File: src/rtl/wdt_pkg.sv
// Package: shared register map, bit positions and decoded write strobes
// for the two-stage watchdog. Assumes a 16-bit data bus with two byte lanes.
package wdt_pkg;

    localparam int DATA_W = 16;
    localparam int BE_W   = DATA_W / 8;

    // Word addresses of the registers.
    typedef enum logic [2:0] {
        A_COUNT  = 3'd0,
        A_PRESET = 3'd1,
        A_CTRL   = 3'd2,
        A_STS1   = 3'd3,
        A_STS2   = 3'd4
    } reg_addr_e;

    // Bit positions that software decodes.
    localparam int HALT_BIT = 11;
    localparam int TO_BIT   = 3;
    localparam int SEC_BIT  = 1;
    localparam int BOOT_BIT = 2;

    // Low-byte code that reloads the count.
    localparam logic [7:0] KICK_CODE = 8'h01;

    // One strobe per register write.
    typedef struct packed {
        logic kick;
        logic preset_wr;
        logic ctrl_wr;
        logic sts1_wr;
        logic sts2_wr;
    } wr_dec_t;

endpackage

File: src/rtl/wdt_decode.sv
// Module: wdt_decode
// Turns a bus write into per-register strobes. The kick strobe fires only
// when the low byte is enabled and carries the reload code.
// Assumes the address is a word address no narrower than the map.
module wdt_decode
    import wdt_pkg::*;
#(
    parameter int ADDR_W = 3
) (
    input  logic              bus_wr,
    input  logic [ADDR_W-1:0] bus_addr,
    input  logic              be_lo,
    input  logic [7:0]        wdata_lo,
    output wr_dec_t           dec
);

    // Decode address and write strobe into one-hot register strobes.
    always_comb begin
        dec           = '0;
        dec.kick      = bus_wr && (bus_addr == ADDR_W'(A_COUNT)) && be_lo
                        && (wdata_lo == KICK_CODE);
        dec.preset_wr = bus_wr && (bus_addr == ADDR_W'(A_PRESET));
        dec.ctrl_wr   = bus_wr && (bus_addr == ADDR_W'(A_CTRL));
        dec.sts1_wr   = bus_wr && (bus_addr == ADDR_W'(A_STS1));
        dec.sts2_wr   = bus_wr && (bus_addr == ADDR_W'(A_STS2));
    end

endmodule

File: src/rtl/wdt_cfg.sv
// Module: wdt_cfg
// Holds the starting value and the halt bit. Merges written bytes with
// the old value and drops any write whose result would fall below
// MIN_PRESET. Assumes CNT_W <= 16 and a synchronous active-low reset.
module wdt_cfg
    import wdt_pkg::*;
#(
    parameter int CNT_W      = 10,
    parameter int MIN_PRESET = 4,
    parameter int RST_PRESET = 4
) (
    input  logic              clk,
    input  logic              rst_n,
    input  logic              preset_wr,
    input  logic              ctrl_wr,
    input  logic [BE_W-1:0]   be,
    input  logic [DATA_W-1:0] wdata,
    output logic [CNT_W-1:0]  preset,
    output logic              halt
);

    localparam int HALT_LANE = HALT_BIT / 8;

    logic [DATA_W-1:0] old_word;
    logic [DATA_W-1:0] merged;
    logic [CNT_W-1:0]  cand;
    logic              cand_ok;

    assign old_word = {{(DATA_W-CNT_W){1'b0}}, preset};

    // One mux per byte lane: enabled lanes take the bus, others keep old.
    for (genvar b = 0; b < BE_W; b++) begin : g_lane
        assign merged[b*8 +: 8] = be[b] ? wdata[b*8 +: 8] : old_word[b*8 +: 8];
    end

    assign cand    = merged[CNT_W-1:0];
    assign cand_ok = (cand >= CNT_W'(MIN_PRESET));

    // Starting value register: accept only legal values.
    always_ff @(posedge clk) begin
        if (!rst_n)
            preset <= CNT_W'(RST_PRESET);
        else if (preset_wr && cand_ok)
            preset <= cand;
    end

    // Halt bit: written through its byte lane, comes up halted.
    always_ff @(posedge clk) begin
        if (!rst_n)
            halt <= 1'b1;
        else if (ctrl_wr && be[HALT_LANE])
            halt <= wdata[HALT_BIT];
    end


    preset_floor_chk: assert property (@(posedge clk) disable iff (!rst_n)
        preset >= CNT_W'(MIN_PRESET));


    illegal_drop_chk: assert property (@(posedge clk) disable iff (!rst_n)
        (preset_wr && !cand_ok) |=> $stable(preset));


    halt_write_chk: assert property (@(posedge clk) disable iff (!rst_n)
        (ctrl_wr && be[HALT_LANE]) |=> (halt == $past(wdata[HALT_BIT])));

endmodule

File: src/rtl/wdt_countdown.sv
// Module: wdt_countdown
// The live count. A kick reloads it from the starting value. Otherwise a
// tick while running lowers it by one, and a tick at zero flags an expiry
// and reloads. The kick takes priority over a tick in the same cycle.
module wdt_countdown #(
    parameter int CNT_W      = 10,
    parameter int RST_PRESET = 4
) (
    input  logic             clk,
    input  logic             rst_n,
    input  logic             tick,
    input  logic             halt,
    input  logic             kick,
    input  logic [CNT_W-1:0] preset,
    output logic [CNT_W-1:0] count,
    output logic             expire
);

    logic step;

    assign step   = tick && !halt && !kick;
    assign expire = step && (count == '0);

    // Count register: reload on kick or expiry, else decrement per tick.
    always_ff @(posedge clk) begin
        if (!rst_n)
            count <= CNT_W'(RST_PRESET);
        else if (kick || expire)
            count <= preset;
        else if (step)
            count <= count - CNT_W'(1);
    end


    kick_load_chk: assert property (@(posedge clk) disable iff (!rst_n)
        kick |=> (count == $past(preset)));


    halt_freeze_chk: assert property (@(posedge clk) disable iff (!rst_n)
        (halt && !kick) |=> $stable(count));


    expire_reload_chk: assert property (@(posedge clk) disable iff (!rst_n)
        expire |=> (count == $past(preset)));


    tick_dec_chk: assert property (@(posedge clk) disable iff (!rst_n)
        (step && count != '0) |=> (count == $past(count) - CNT_W'(1)));

endmodule

File: src/rtl/wdt_stage.sv
// Module: wdt_stage
// Two-stage escalation and sticky status. An expiry with the timeout flag
// clear sets the flag. An expiry with it set records a second timeout and,
// unless vetoed, pulses the reset and sets the boot flag. Each expiry is
// judged against the flag value held before the cycle's bus write.
module wdt_stage
    import wdt_pkg::*;
(
    input  logic       clk,
    input  logic       rst_n,
    input  logic       expire,
    input  logic       no_reboot,
    input  logic       sts1_wr,
    input  logic       sts2_wr,
    input  logic       be_lo,
    input  logic [7:0] wdata_lo,
    output logic       to_flag,
    output logic       sec_flag,
    output logic       boot_flag,
    output logic       sys_rst
);

    logic first_hit;
    logic second_hit;
    logic clr_to;
    logic clr_sec;
    logic clr_boot;

    assign first_hit  = expire && !to_flag;
    assign second_hit = expire && to_flag;
    assign clr_to     = sts1_wr && be_lo && wdata_lo[TO_BIT];
    assign clr_sec    = sts2_wr && be_lo && wdata_lo[SEC_BIT];
    assign clr_boot   = sts2_wr && be_lo && wdata_lo[BOOT_BIT];

    // First-stage flag: set by a first expiry, cleared by writing 1.
    always_ff @(posedge clk) begin
        if (!rst_n) to_flag <= 1'b0;
        else        to_flag <= first_hit || (to_flag && !clr_to);
    end

    // Second-stage flag: set by a second expiry, cleared by writing 1.
    always_ff @(posedge clk) begin
        if (!rst_n) sec_flag <= 1'b0;
        else        sec_flag <= second_hit || (sec_flag && !clr_sec);
    end

    // Boot flag: set when a reset is actually requested.
    always_ff @(posedge clk) begin
        if (!rst_n) boot_flag <= 1'b0;
        else        boot_flag <= (second_hit && !no_reboot) || (boot_flag && !clr_boot);
    end

    // Reset pulse: one cycle after an unvetoed second expiry.
    always_ff @(posedge clk) begin
        if (!rst_n) sys_rst <= 1'b0;
        else        sys_rst <= second_hit && !no_reboot;
    end


    first_stage_chk: assert property (@(posedge clk) disable iff (!rst_n)
        (expire && !to_flag) |=> (to_flag && !sys_rst));


    pulse_single_chk: assert property (@(posedge clk) disable iff (!rst_n)
        sys_rst |=> !sys_rst);


    pulse_flags_chk: assert property (@(posedge clk) disable iff (!rst_n)
        sys_rst |-> (sec_flag && boot_flag));


    veto_chk: assert property (@(posedge clk) disable iff (!rst_n)
        (expire && to_flag && no_reboot) |=> (sec_flag && !sys_rst));


    sticky_to_chk: assert property (@(posedge clk) disable iff (!rst_n)
        (to_flag && !(sts1_wr && be_lo && wdata_lo[TO_BIT])) |=> to_flag);

endmodule

File: src/rtl/two_stage_wdt.sv
// Module: two_stage_wdt
// Top of the two-stage watchdog: bus decode, configuration, countdown and
// escalation, plus the combinational read mux. Assumes word addresses,
// a 16-bit bus and a synchronous active-low reset.
module two_stage_wdt
    import wdt_pkg::*;
#(
    parameter int ADDR_W     = 3,
    parameter int CNT_W      = 10,
    parameter int MIN_PRESET = 4,
    parameter int RST_PRESET = 4
) (
    input  logic              clk,
    input  logic              rst_n,
    input  logic              tick_en,
    input  logic [ADDR_W-1:0] bus_addr,
    input  logic              bus_wr,
    input  logic [BE_W-1:0]   bus_be,
    input  logic [DATA_W-1:0] bus_wdata,
    output logic [DATA_W-1:0] bus_rdata,
    input  logic              no_reboot,
    output logic              sys_rst_pulse
);

    localparam int PAD_W = DATA_W - CNT_W;

    wr_dec_t          dec;
    logic [CNT_W-1:0] preset;
    logic             halt;
    logic [CNT_W-1:0] count;
    logic             expire;
    logic             to_flag;
    logic             sec_flag;
    logic             boot_flag;

    wdt_decode #(.ADDR_W(ADDR_W)) u_decode (
        .bus_wr   (bus_wr),
        .bus_addr (bus_addr),
        .be_lo    (bus_be[0]),
        .wdata_lo (bus_wdata[7:0]),
        .dec      (dec)
    );

    wdt_cfg #(
        .CNT_W      (CNT_W),
        .MIN_PRESET (MIN_PRESET),
        .RST_PRESET (RST_PRESET)
    ) u_cfg (
        .clk       (clk),
        .rst_n     (rst_n),
        .preset_wr (dec.preset_wr),
        .ctrl_wr   (dec.ctrl_wr),
        .be        (bus_be),
        .wdata     (bus_wdata),
        .preset    (preset),
        .halt      (halt)
    );

    wdt_countdown #(
        .CNT_W      (CNT_W),
        .RST_PRESET (RST_PRESET)
    ) u_count (
        .clk    (clk),
        .rst_n  (rst_n),
        .tick   (tick_en),
        .halt   (halt),
        .kick   (dec.kick),
        .preset (preset),
        .count  (count),
        .expire (expire)
    );

    wdt_stage u_stage (
        .clk       (clk),
        .rst_n     (rst_n),
        .expire    (expire),
        .no_reboot (no_reboot),
        .sts1_wr   (dec.sts1_wr),
        .sts2_wr   (dec.sts2_wr),
        .be_lo     (bus_be[0]),
        .wdata_lo  (bus_wdata[7:0]),
        .to_flag   (to_flag),
        .sec_flag  (sec_flag),
        .boot_flag (boot_flag),
        .sys_rst   (sys_rst_pulse)
    );

    // Read mux: place each register's fields at their bit positions.
    always_comb begin
        bus_rdata = '0;
        if (bus_addr == ADDR_W'(A_COUNT))
            bus_rdata = {{PAD_W{1'b0}}, count};
        else if (bus_addr == ADDR_W'(A_PRESET))
            bus_rdata = {{PAD_W{1'b0}}, preset};
        else if (bus_addr == ADDR_W'(A_CTRL))
            bus_rdata[HALT_BIT] = halt;
        else if (bus_addr == ADDR_W'(A_STS1))
            bus_rdata[TO_BIT] = to_flag;
        else if (bus_addr == ADDR_W'(A_STS2)) begin
            bus_rdata[SEC_BIT]  = sec_flag;
            bus_rdata[BOOT_BIT] = boot_flag;
        end
    end


    reset_state_chk: assert property (@(posedge clk)
        !rst_n |=> (halt && !to_flag && !sec_flag && !boot_flag && !sys_rst_pulse));

endmodule

File: config.mk
export PLATFORM = sky130hd
export DESIGN_NAME = two_stage_wdt
export DESIGN_NICKNAME = d
export VERILOG_FILES = /design/src/rtl/wdt_pkg.sv /design/src/rtl/wdt_decode.sv /design/src/rtl/wdt_cfg.sv /design/src/rtl/wdt_countdown.sv /design/src/rtl/wdt_stage.sv /design/src/rtl/two_stage_wdt.sv
export SDC_FILE = /design/constraint.sdc
export NUM_CORES = 1
export LEC_CHECK = 0
export CORE_MARGIN = 2
export CORE_UTILIZATION = 55
export CTS_CLUSTER_SIZE = 14
export DETAILED_ROUTE_END_ITERATION = 7
export DONT_BUFFER_PORTS = 1
export HOLD_SLACK_MARGIN = 0.1
export PLACE_DENSITY = 0.72
export SKIP_CTS_REPAIR_TIMING = 1
export SKIP_LAST_GASP = 1
export SLEW_MARGIN = 20
export SYNTH_ARGS = -nofsm -noshare
export SYNTH_HDL_FRONTEND = slang
export SYNTH_SLANG_ARGS = --single-unit
File: constraint.sdc
create_clock -name clk -period 4.4 [get_ports clk]
set_input_delay 0 -clock clk [delete_from_list [all_inputs] [get_ports clk]]
set_output_delay 0 -clock clk [all_outputs]
set_load 0.005 [all_outputs]
Word-level counts from Yosys, hierarchy flattened --
Cells that the tools add are included.
Operators by class: add/sub/neg operators 1, reductions and logical operators 37, eq/ne operators 5, order comparisons 1, mux-type cells 14
Operators with widths (number):
- $logic_and 1x1->1 | 23
- $mux 10 | 2
- $mux 12 | 1
- $ge 10x3->1 const B | 1
- $logic_not 10->1 | 1
- $sub 10x1->10 const B | 1
- $eq 8x1->1 const B | 1
- $mux 8 | 1
- $logic_not 1->1 | 7
- $eq 3x2->1 const B | 2
- $mux 2 | 3
- $mux 3 | 2
- $mux 6 | 1
- $logic_or 1x1->1 | 4
- $mux 1 | 4
- $eq 3x1->1 const B | 1
- $eq 3x3->1 const B | 1
- $logic_not 3->1 | 1
- $reduce_bool 2->1 | 1
Word-level totals: flip-flop bits (word level) 25

Logic depth before layout (Yosys ltp) --
Gate-level depths: netlist of run 1.
depth after elaboration 10, gate-level depth with buffers 7, depth with buffers taken out 6

By module --
From an unflattened synthesis of run 1, not the netlist that was laid out.
Second synthesis, totals: cells, all modules 189, area, all modules 1620.3 um2
Modules (own cells, without submodules):
- wdt_countdown | area an instance 630.6 um2, cells each 67, times used 1
- wdt_cfg | area an instance 495.5 um2, cells each 62, times used 1
- two_stage_wdt | area an instance 265.3 um2, cells each 36, times used 1
- wdt_stage | area an instance 148.9 um2, cells each 14, times used 1
- wdt_decode | area an instance 80.1 um2, cells each 10, times used 1

Worst setup path before layout of run 1 --
Ideal clock, no wire load.
path kind register to register, start point register u_count.count[2], end point register u_count.count[9], setup time 0.073 ns, arrival 1.826 ns, stages on the path, launching flop included 6, clock period less this slack 1.899 ns, slack 2.501 ns, path through dfxtp_1 -> buf_6 -> or3_4 -> or4_4 -> or4_4 -> o211ai_2
On the way: cells in the longest elaborated chain, start to end 4, elaborated cells on any way between the ends 7
RTL lines:
- from (decl) | RTL line wdt_countdown.sv:15 | output logic [CNT_W-1:0] count,
- from (signal assigned) | RTL line wdt_countdown.sv:27 | count <= CNT_W'(RST_PRESET);
- from (signal assigned) | RTL line wdt_countdown.sv:29 | count <= preset;
- from (signal assigned) | RTL line wdt_countdown.sv:31 | count <= count - CNT_W'(1);
- branches (longest 4 deep; another with $sub 10x1->10)
Several ways; the timed one is not identified. The select of a mux whose other input is x is not followed. A chain may end at the register's enable or synchronous reset.

Worst setup path after layout of run 1 --
start point input bus_addr[1], end point register u_stage.boot_flag
On the way: cells in the longest elaborated chain, start to end 10, elaborated cells on any way between the ends 16
RTL lines:
- from (decl) | RTL line two_stage_wdt.sv:16 | input logic [ADDR_W-1:0] bus_addr,
- $logic_not 3->1 | RTL line wdt_decode.sv:20 | dec.kick = bus_wr && (bus_addr == ADDR_W'(A_COUNT)) && be_lo
- $logic_and 1x1->1 (2 in a row) | RTL line wdt_decode.sv:20
- $logic_and 1x1->1 | RTL line wdt_decode.sv:21 | && (wdata_lo == KICK_CODE);
- $logic_not 1->1 | RTL line wdt_countdown.sv:21 | assign step = tick && !halt && !kick;
- $logic_and 1x1->1 | RTL line wdt_countdown.sv:21
- $logic_and 1x1->1 | RTL line wdt_countdown.sv:22 | assign expire = step && (count == '0);
- $logic_and 1x1->1 | RTL line wdt_stage.sv:30 | assign second_hit = expire && to_flag;
- $logic_and 1x1->1 | RTL line wdt_stage.sv:50 | else boot_flag <= (second_hit && !no_reboot) || (boot_flag && !clr_boot);
- $logic_or 1x1->1 (*) | RTL line wdt_stage.sv:50
- to (signal assigned) | RTL line wdt_stage.sv:50
- to (decl) | RTL line wdt_stage.sv:19 | output logic boot_flag,
Mark *: on every way between the ends. The rest lies on a longest branch, timed or not.

==> results of run 1 <==
## worst register-to-register path: cells and delay by family (launching register included)
family	cells	cell delay, ns
simple gates	3	0.99
buf+inv	1	0.10
compound gates	1	0.31
flops	1	0.42
fa+ha+maj	1	0.19
## worst max-delay path by stage
stage	start	to	slack (ns)	cells after the start
after global routing	bus_addr[1]	u_stage.boot_flag	2.11	5
final	bus_addr[1]	u_stage.boot_flag	2.23	5
after CTS	u_cfg.halt	u_count.count[9]	2.36	4
after floorplan	u_count.count[2]	u_count.count[9]	2.50	5
after detailed placement	u_cfg.halt	u_count.count[9]	2.39	4
after global placement	u_count.count[0]	u_count.count[1]	2.41	6
## logic make-up (layout without fill, tap and decap cells)
| kind of cell | Yosys count | in the layout | synth area share (%) |
|---|---|---|---|
| AND/OR/NAND/NOR | 86 | 86 | 29.64 |
| other | 1 | 5 | 0.2375 |
| buffers and inverters | 20 | 33 | 6.418 |
| flip-flops | 25 | 25 | 31.70 |
| AO/OA/AOI/OAI | 36 | 36 | 15.45 |
| adder cells (fa/ha/maj) | 2 | 2 | 1.585 |
| XOR/XNOR | 5 | 5 | 2.773 |
| multiplexers | 19 | 19 | 12.20 |
## cell usage after synthesis (2+ instances only)
cell      count
dfxtp_1      25
nor2_1       23
mux2i_1      17
nand2_1      16
a21oi_1      11
nand3_1      11
clkbuf_1      9
a211oi_1      5
buf_4         5
nor4_1        5
and4_1        4
inv_1         4
nand4_1       4
nor3_1        4
o21ai_1       4
xnor2_1       4
nor2b_1       3
nor3b_1       3
a31oi_1       2
a32oi_1       2
ha_1          2
nand2b_1      2
nand4b_1      2
o21ai_0       2
or4_4         2
## power by group through the flow
stage	Clock (mW)	Sequential [mW]	Combinational [mW]
floorplan	0	0.234	0.0301
CTS	0.108	0.230	0.0225
global route	0.116	0.231	0.0446
global placement	0	0.235	0.0217
finish	0.109	0.230	0.0410
detailed placement	0	0.235	0.0223
## state kept, by name, summed over array words and instances (netlist names)
signal,count
u_stage.sys_rst,1
u_stage.to_flag,1
u_stage.sec_flag,1
u_count.count,10
u_cfg.halt,1
u_cfg.preset,10
u_stage.boot_flag,1
## per-layer routing
layer | track usage (%) | share of wire [%] | up-vias
li1 | - | - | 736
met3 | 4.762 | 9.0 | 14
met5 | 0 | 0 | -
met4 | 9.635 | 1.7 | 0
met1 | 33.43 | 41 | 745
met2 | 39.12 | 48 | 82
## through the flow
| step | cells | setup slack [ns] | power [mW] |
|---|---|---|---|
| after floorplan | 198 | 2.501 | 0.2643 |
| after global placement | 213 | 2.407 | 0.2567 |
| after detailed placement | 213 | 2.395 | 0.2573 |
| after CTS | 217 | 2.362 | 0.3601 |
| after global routing | 242 | 2.110 | 0.3909 |
| final | 242 | 2.226 | 0.3800 |
## final cells by class
type,instances,area [um2],area share (%)
tap,31,38.79,2.128
timing repair buffer,25,250.2,13.73
sequential,25,500.5,27.45
inverter,4,15.01,0.8236
multi-input combinational,153,992.2,54.43
clock buffer,4,26.28,1.441
==> metrics.txt, run 1 <==
Worst EP required about 4.6 ns; hold endpoint u_count.count[8]; vias per inst 6.517; Detailed Place HPWL slightly below 3000 um; total iterations of the first detailed-routing run 4; Worst-Skew Late Latency 0.33 ns; IR drop worst, VDD ~0.24 mV; Seq/Total Area, Yosys 31.70%; ys async rst share 0%; Final Util 66.68%; Buf/Inv on CP 1; core area 2734 um2; cell area after synthesis 1579 um2; Int Pwr 0.2855 mW; RR Endpoint u_count.count[1]; TNS Setup 0 ns; Post-layout nets 240; CP cell instances dlygate4sd3_1 -> nor4bb_1 -> nand4_1 -> and4_1 -> a31o_1; run status finished, final reports clean; hold slack 0.09299 ns; ratio of cells with drive above 1 in the final layout between 4 and 5%; Worst setup SP type primary input; Post-DRT Antenna Nets 0; Post-DP Area 1546 um2; fin area about 1800 um2; Mapped Cells 194; Clock Power Share around 29%; Logic pwr share a little over a tenth; Worst Hold Launch tick_en; hold path depth 4; Max stage delay on crit path 0.63 ns; Switch Pwr between 0.09 and 0.1 mW; power per cell area approximately 210 nW/um2; drt wl/cell 17.95 um; first-pass GRT wire length 6437 um; routed vias 1577; main flop type after synthesis dfxtp_1; Post-Syn Area per Cell 8.139 um2; Final Cycle Share 49.40%; Crit Reg-Reg Startpoint u_count.count[0]; CTS clk-pin slew, worst paths 0.14 ns; Slowest-stage cell, CP nand4_1; post-synth top area share around a third; DRC violations left 0; Area Growth Syn to Fin 15.45%; Tot GR Track Use 24.79%; flop2flop setup slack 2.34 ns; vias in the first global route 1366; final wirelength 4344 um; Worst Skew 0.0008747 ns; Longest Clk Path Bufs 2; Period minus WS final around 2.2 ns; Netlist cell types 48; Final Hold Viols 0; unrepaired setup endpoints after global routing false; H-tree levels 1; Die W between 50 and 60 um; initial antenna violation count 0; family with the most delay on the worst path simple AND/OR/NAND/NOR gates; Worst Setup End Kind flip-flop; Max Fclk between 400 and 500 MHz; Worst Hold Class in2reg; Reg power frac 60.6%; Final setup viols 0; IO buf count 0; r2r worst-path depth 6; Worst Max-Slew Pin Slew ~0.94 ns; critical path class in2reg; leading post-synthesis cells by cell area dfxtp_1, mux2i_1, nor2_1; layout filler cell count 226; Starting Density between 50% and 60%; Die Area 3315 um2; Leak 0.6641 nW; Clock Sinks 25; n_diodes 0; Yosys warning total 0; gp weighted congestion 0.8302; most frequent cells in the layout dlygate4sd3_1, dfxtp_1, nor2_1; critical path fanouts, max 14; WP data arrival 2.41 ns; die height 57.58 um; IO Count 43; row cnt 19; Max transition margin 36.90%; number of synthesized register bits 25; leading area contributor after synthesis dfxtp_1; cts bufs inserted 3; max_cap viols 0; Post-synth EDFFs 0; gr ovfl total 0; net switching fraction of the power 24.88%; root buf cell clkbuf_4; CTS tree yes; largest net degree at the start of global routing 28; 1st-iter DRT viols 103; final slew viol count 0
Power figures use the tool's default switching activity.
==> inputs of run 2 (changes only) <==
- ABC_AREA: unset -> 1
- clock period: 4.4 -> 2 ns (I/O delays scaled with it)
==> run 2 against run 1 <==
Wire length increased by 14%. Non-clock buffer count decreased by 2. Final cell count up 53%. Final area rose by 21%. Combinational power increased to 4.1 times the previous value. Largest power group unchanged. Worst hold slack worse by 0.058 ns. Critical path depth is 3 higher. Die area grew 22%. Synthesized area is 23% higher. Critical path type is now reg2reg.
==> metrics.txt, run 2 <==
most common cell after layout, fill and taps aside nand2_1; Post-DRT Antenna Nets 0 (unchanged); hold endpoint u_cfg.preset[9]; flop2flop setup slack 0.15 ns (-2.19 ns); ys async rst share 0% (unchanged); Post-synth top cells nand2_1, inv_1, nand3_1; worst slack, placed 0.3856 ns (-2.009 ns); largest net degree at the start of global routing 22 (-21%); Detailed Place HPWL 3536 um (+22%); Worst Skew 0.001184 ns (+0.0003091 ns); drt wl/cell 13.37 um (-25%); unrepaired setup endpoints after global routing false; leading area contributor after synthesis dfxtp_1; Final Cycle Share 92.56%; most frequent cells in the layout nand2_1, inv_1, nand3_1; IR drop worst, VDD 0.2871 mV (+20%); Final Hold Viols 0 (unchanged); area of the multi-input gates 1189 um2 (+20%); Post-layout nets 354 (+48%); final slew viol count 0 (unchanged); hold path depth 6 (+2); H-tree levels 1 (unchanged); Leak 1.067 nW (+61%); RR Endpoint u_cfg.preset[0]; post-synth top area share 25.69% (-6.0 points); Clock Sinks 25 (unchanged); Final Worst Setup Slack 0.1488 ns (-2.078 ns); IO Count 43 (unchanged); total iterations of the first detailed-routing run 5 (+1); Max Fclk 540.2 MHz; gr ovfl total 0 (unchanged); final wirelength 4962 um (+14%); Netlist cell types 36 (-25%); Period minus WS final 1.851 ns; Post-synth EDFFs 0 (unchanged); vias per inst 5.305 (-19%); core area 3363 um2 (+23%); r2r worst-path depth 8 (+2); Worst Max-Slew Pin Slew 0.8101 ns (-0.1334 ns); Worst-Skew Late Latency 0.33 ns (about the same); most common cell in the synthesized netlist nand2_1; critical path class reg2reg; vias in the first global route 1810 (+33%); Worst setup SP type flip-flop; Top Registers u_cfg.preset x10, u_count.count x10; Worst Hold Launch bus_wdata[9]; max_cap viols 0 (unchanged); CTS tree yes; Post-Syn Area per Cell 6.408 um2 (-21%); main flop type after synthesis dfxtp_1; Die W 63.52 um (+10%); WP data arrival 2.14 ns (-0.27 ns); run status finished, final reports clean; cell area after synthesis 1948 um2 (+23%); IO buf count 0 (unchanged); n_diodes 0 (unchanged); Seq/Total Area, Yosys 25.69% (-6.0 points); Area Growth Syn to Fin 12.97%; Yosys warning total 0 (unchanged); critical path fanouts, max 9 (-5); layout filler cell count 318 (+41%); die height 63.52 um (+10%); number of synthesized register bits 25 (unchanged); routed vias 1968 (+25%); TNS Setup 0 ns (unchanged); Worst EP required 2.28 ns (-2.36 ns); leading post-synthesis cells by cell area dfxtp_1, nand2_1, nand3_1; register area 500.5 um2 (unchanged); row cnt 21 (+2); Worst Setup End Kind flip-flop; initial antenna violation count 0 (unchanged); ratio of cells with drive above 1 in the final layout 14.46% (+10 points); Max transition margin 45.82% (+8.9 points); Mapped Cells 304 (+57%); CTS clk-pin slew, worst paths 0.15 ns (about the same); first-pass GRT wire length 8107 um (+26%); cts bufs inserted 3 (unchanged); Starting Density 57.92% (+0.17 points); DRC violations left 0 (unchanged); Crit Reg-Reg Startpoint u_cfg.preset[9]; Final setup viols 0 (unchanged); power per cell area 420.1 nW/um2 (+100%); Worst Hold Class in2reg; Tot GR Track Use 25.15% (+0.36 points); root buf cell clkbuf_4; 1st-iter DRT viols 166 (+61%); Die Area 4034 um2 (+22%); Final Util 65.44% (-1.2 points); Longest Clk Path Bufs 2 (unchanged); hold slack 0.03511 ns (-0.05788 ns); gp weighted congestion 0.9129 (+10%)
-- run 2: cells by family after synthesis --
kind of cell	after synthesis	synth area share (%)
adders and majority gates	2	1.284
other	1	0.1925
xor gates and xnor gates	1	0.4497
and+or+nand+nor	163	42.52
AOI/OAI and AO/OA	49	15.80
buffers and inverters	63	14.07
DFF	25	25.69
-- run 2: worst max-delay path, stage by stage, from the launching register on --
cell	delay, ns
dfxtp_1	0.36
o21ai_0	0.23
nand2_1	0.15
nor2_4	0.15
nand2_4	0.12
nand3_2	0.12
nor2_1	0.04
dlygate4sd3_1	0.55
nor2_1	0.09
-- run 2: final cells by class --
cell class / instances / area share, %
Clock inverter: 1 / 0.2274
Tap cell: 46 / 2.615
Timing Repair Buffer: 23 / 10.35
Multi-Input combinational cell: 220 / 54.01
Clock buffer: 3 / 1.023
Sequential cell: 25 / 22.74
Inverter: 53 / 9.039
-- run 2: where the power goes --
| group | internal, mW | switching (mW) | leakage, nW |
|---|---|---|---|
| Clock | 0.0752 | 0.167 | 0.0177 |
| Combinational | 0.0684 | 0.0997 | 0.847 |
| Sequential | 0.507 | 0.00642 | 0.202 |
-- run 2: metal layers --
metal	routed length (um)	GRT usage (%)
met1	2220	35.86
met5	0	0
met2	2176	37.76
met3	441	3.929
met4	124	9.783
-- run 2: stage by stage --
step | cell area (um2) | instances | power (mW)
detailed placement | 1953 | 345 | 0.6459
finish | 2201 | 371 | 0.9246
global route | 2201 | 371 | 0.9729
floorplan | 1963 | 308 | 0.6417
CTS | 1981 | 349 | 0.8819
global placement | 1953 | 345 | 0.6446
-- run 2: worst max-delay path by stage --
stage	startpoint	end
after global placement	u_count.count[0]	u_stage.boot_flag
after CTS	u_count.count[0]	u_stage.boot_flag
final	u_cfg.preset[9]	u_cfg.preset[0]
after detailed placement	u_count.count[0]	u_stage.boot_flag
after floorplan	u_count.count[0]	u_count.count[6]
after global routing	u_cfg.preset[9]	u_cfg.preset[0]
==> inputs of run 3 (changes only) <==
- CELL_PAD_IN_SITES_DETAIL_PLACEMENT: unset -> 1
- CELL_PAD_IN_SITES_GLOBAL_PLACEMENT: unset -> 1
- CORE_UTILIZATION: 55 -> 44
- PLACE_DENSITY: 0.72 -> 0.82
- SETUP_SLACK_MARGIN: unset -> 0.3
==> run 3 against run 2 <==
The run now ends with negative hold slack left. Critical path depth is 2 lower. Register-to-register slack improved by 0.24 ns. Count of clock-buffer cells in the layout did not move. Sequential share of layout area is 0.57 points higher. Total power rose by 4.7%. Clock skew increased by 0.0033 ns. Largest cell class unchanged.
==> metrics.txt, run 3 (synthesized netlist as in run 2, its figures left out) <==
Clock Sinks 25 (unchanged); most common cell after layout, fill and taps aside nand2_1; critical path class reg2reg; Slowest-stage cell, CP dlygate4sd3_1; most frequent cells in the layout nand2_1, inv_1, nand3_1; row cnt 24 (+14%); Longest Clk Path Bufs 2 (unchanged); initial antenna violation count 0 (unchanged); Worst-Skew Late Latency 0.28 ns (-0.05 ns); root buf cell clkbuf_8; Reg power frac 53.0% (-2.6 points); Die W 70.54 um (+11%); Final Worst Setup Slack 0.3894 ns (+0.2407 ns); critical path fanouts, max 19 (+10); routed vias 1959 (-0.46%); Final Util 49.65% (-16 points); first-pass GRT wire length 9225 um (+14%); IR drop worst, VDD 0.2122 mV (-26%); vias per inst 5.338 (+0.63%); layout filler cell count 603 (+90%); gr ovfl total 0 (unchanged); gp weighted congestion 0.8468 (-7.2%); final slew viol count 0 (unchanged); Crit Reg-Reg Startpoint u_cfg.halt; H-tree levels 1 (unchanged); Max Fclk 620.9 MHz (+15%); Clock Power Share 33.0% (+6.7 points); IO buf count 0 (unchanged); launch point of the worst path u_cfg.halt; Post-DRT Antenna Nets 0 (unchanged); Period minus WS final 1.611 ns (-0.2407 ns); IO Count 43 (unchanged); vias in the first global route 1962 (+8.4%); Detailed Place HPWL 4202 um (+19%); net switching fraction of the power 28.06% (-1.5 points); Int Pwr 0.6964 mW (+7.0%); Leak 1.015 nW (-4.9%); CTS tree yes; Worst Hold Launch rst_n; Final Power 0.9681 mW (+4.7%); cts bufs inserted 3 (unchanged); worst slack, placed 0.3310 ns (-0.05459 ns); Die Area 4976 um2 (+23%); family with the most delay on the worst path buffers and inverters; Final setup viols 0 (unchanged); ratio of cells with drive above 1 in the final layout 16.19% (+1.7 points); Worst setup SP type flip-flop; final wirelength 5482 um (+10%); TNS Setup 0 ns (unchanged); Switch Pwr 0.2716 mW (-0.73%); total iterations of the first detailed-routing run 7 (+2); unrepaired setup endpoints after global routing false; Worst EP required 2.18 ns (-0.10 ns); Final Hold Viols 17 (+17); WP data arrival 1.79 ns (-0.35 ns); drt wl/cell 14.94 um (+12%); Logic pwr share 14.1% (-4.1 points); failing checks negative hold slack; hold slack -0.1669 ns (-0.2020 ns); Top Registers u_cfg.preset x10, u_count.count x10; Worst Hold Class in2reg; largest net degree at the start of global routing 22 (unchanged); Final Cycle Share 80.53% (-12 points); Worst Skew 0.004534 ns (+0.003350 ns); Post-layout nets 344 (-2.8%); CP cell instances inv_2 -> nand2_2 -> nand2_8 -> o21ai_0 -> dlygate4sd3_1 -> a21oi_1; register area 500.5 um2 (unchanged); max_cap viols 0 (unchanged); fin area 2147 um2 (-2.4%); Tot GR Track Use 23.06% (-2.1 points); CTS clk-pin slew, worst paths 0.10 ns (-0.05 ns); core area 4324 um2 (+29%); n_diodes 0 (unchanged); die height 70.54 um (+11%); Buf/Inv on CP 2 (+1); power per cell area 450.9 nW/um2 (+7.3%); DRC violations left 0 (unchanged); Post-DP Area 1961 um2 (+0.38%); Max stage delay on crit path 0.58 ns (+0.03 ns); area of the multi-input gates 1219 um2 (+2.5%); Starting Density 45.05% (-13 points); 1st-iter DRT viols 101 (-39%); Worst Setup End Kind flip-flop; run status finished, violations left; Area Growth Syn to Fin 10.21%
run 3: layout make-up:
class	count	area share, %
multi-input cells	221	56.76
inverters	53	9.266
clock inverters	1	0.2331
repair buffers	12	5.478
flip-flops and latches	25	23.31
clock buffers	3	1.923
well taps	52	3.030
run 3: per-layer routing:
layer | track usage [%] | wire length [um]
met5 | 0 | 0
met3 | 4.558 | 275
met2 | 37.63 | 2597
met4 | 5.031 | 70
met1 | 31.89 | 2538
run 3: power groups by stage:
| stage | Combinational [mW] | Clock (mW) | Sequential [mW] |
|---|---|---|---|
| 2_1_floorplan | 0.119 | 0 | 0.523 |
| 3_3_place_gp | 0.122 | 0 | 0.524 |
| 3_5_place_dp | 0.125 | 0 | 0.524 |
| 4_1_cts | 0.126 | 0.327 | 0.513 |
| 5_1_grt | 0.156 | 0.346 | 0.514 |
| 6_report | 0.136 | 0.319 | 0.513 |
run 3: final timing paths:
path | to | slack [ns] | depth (start not counted)
min | u_cfg.preset[2] | -0.17 | 1
max reg2reg | u_count.count[1] | 0.39 | 6
min reg2reg | u_cfg.preset[9] | 0.50 | 2
max | u_count.count[1] | 0.39 | 6
run 3: worst reg2reg max path: cells and delay by family (launching register included):
family | cells | cell delay (ns)
buf+inv | 2 | 0.63
flops | 1 | 0.35
simple gates | 2 | 0.27
compound gates | 2 | 0.25
run 3: metrics by stage:
| stage | std cells | hold slack, ns |
|---|---|---|
| 2_1_floorplan | 308 | 0.03533 |
| 3_3_place_gp | 351 | 0.04100 |
| 3_5_place_dp | 351 | 0.03995 |
| 4_1_cts | 355 | -0.2201 |
| 5_1_grt | 367 | -0.1716 |
| 6_report | 367 | -0.1669 |
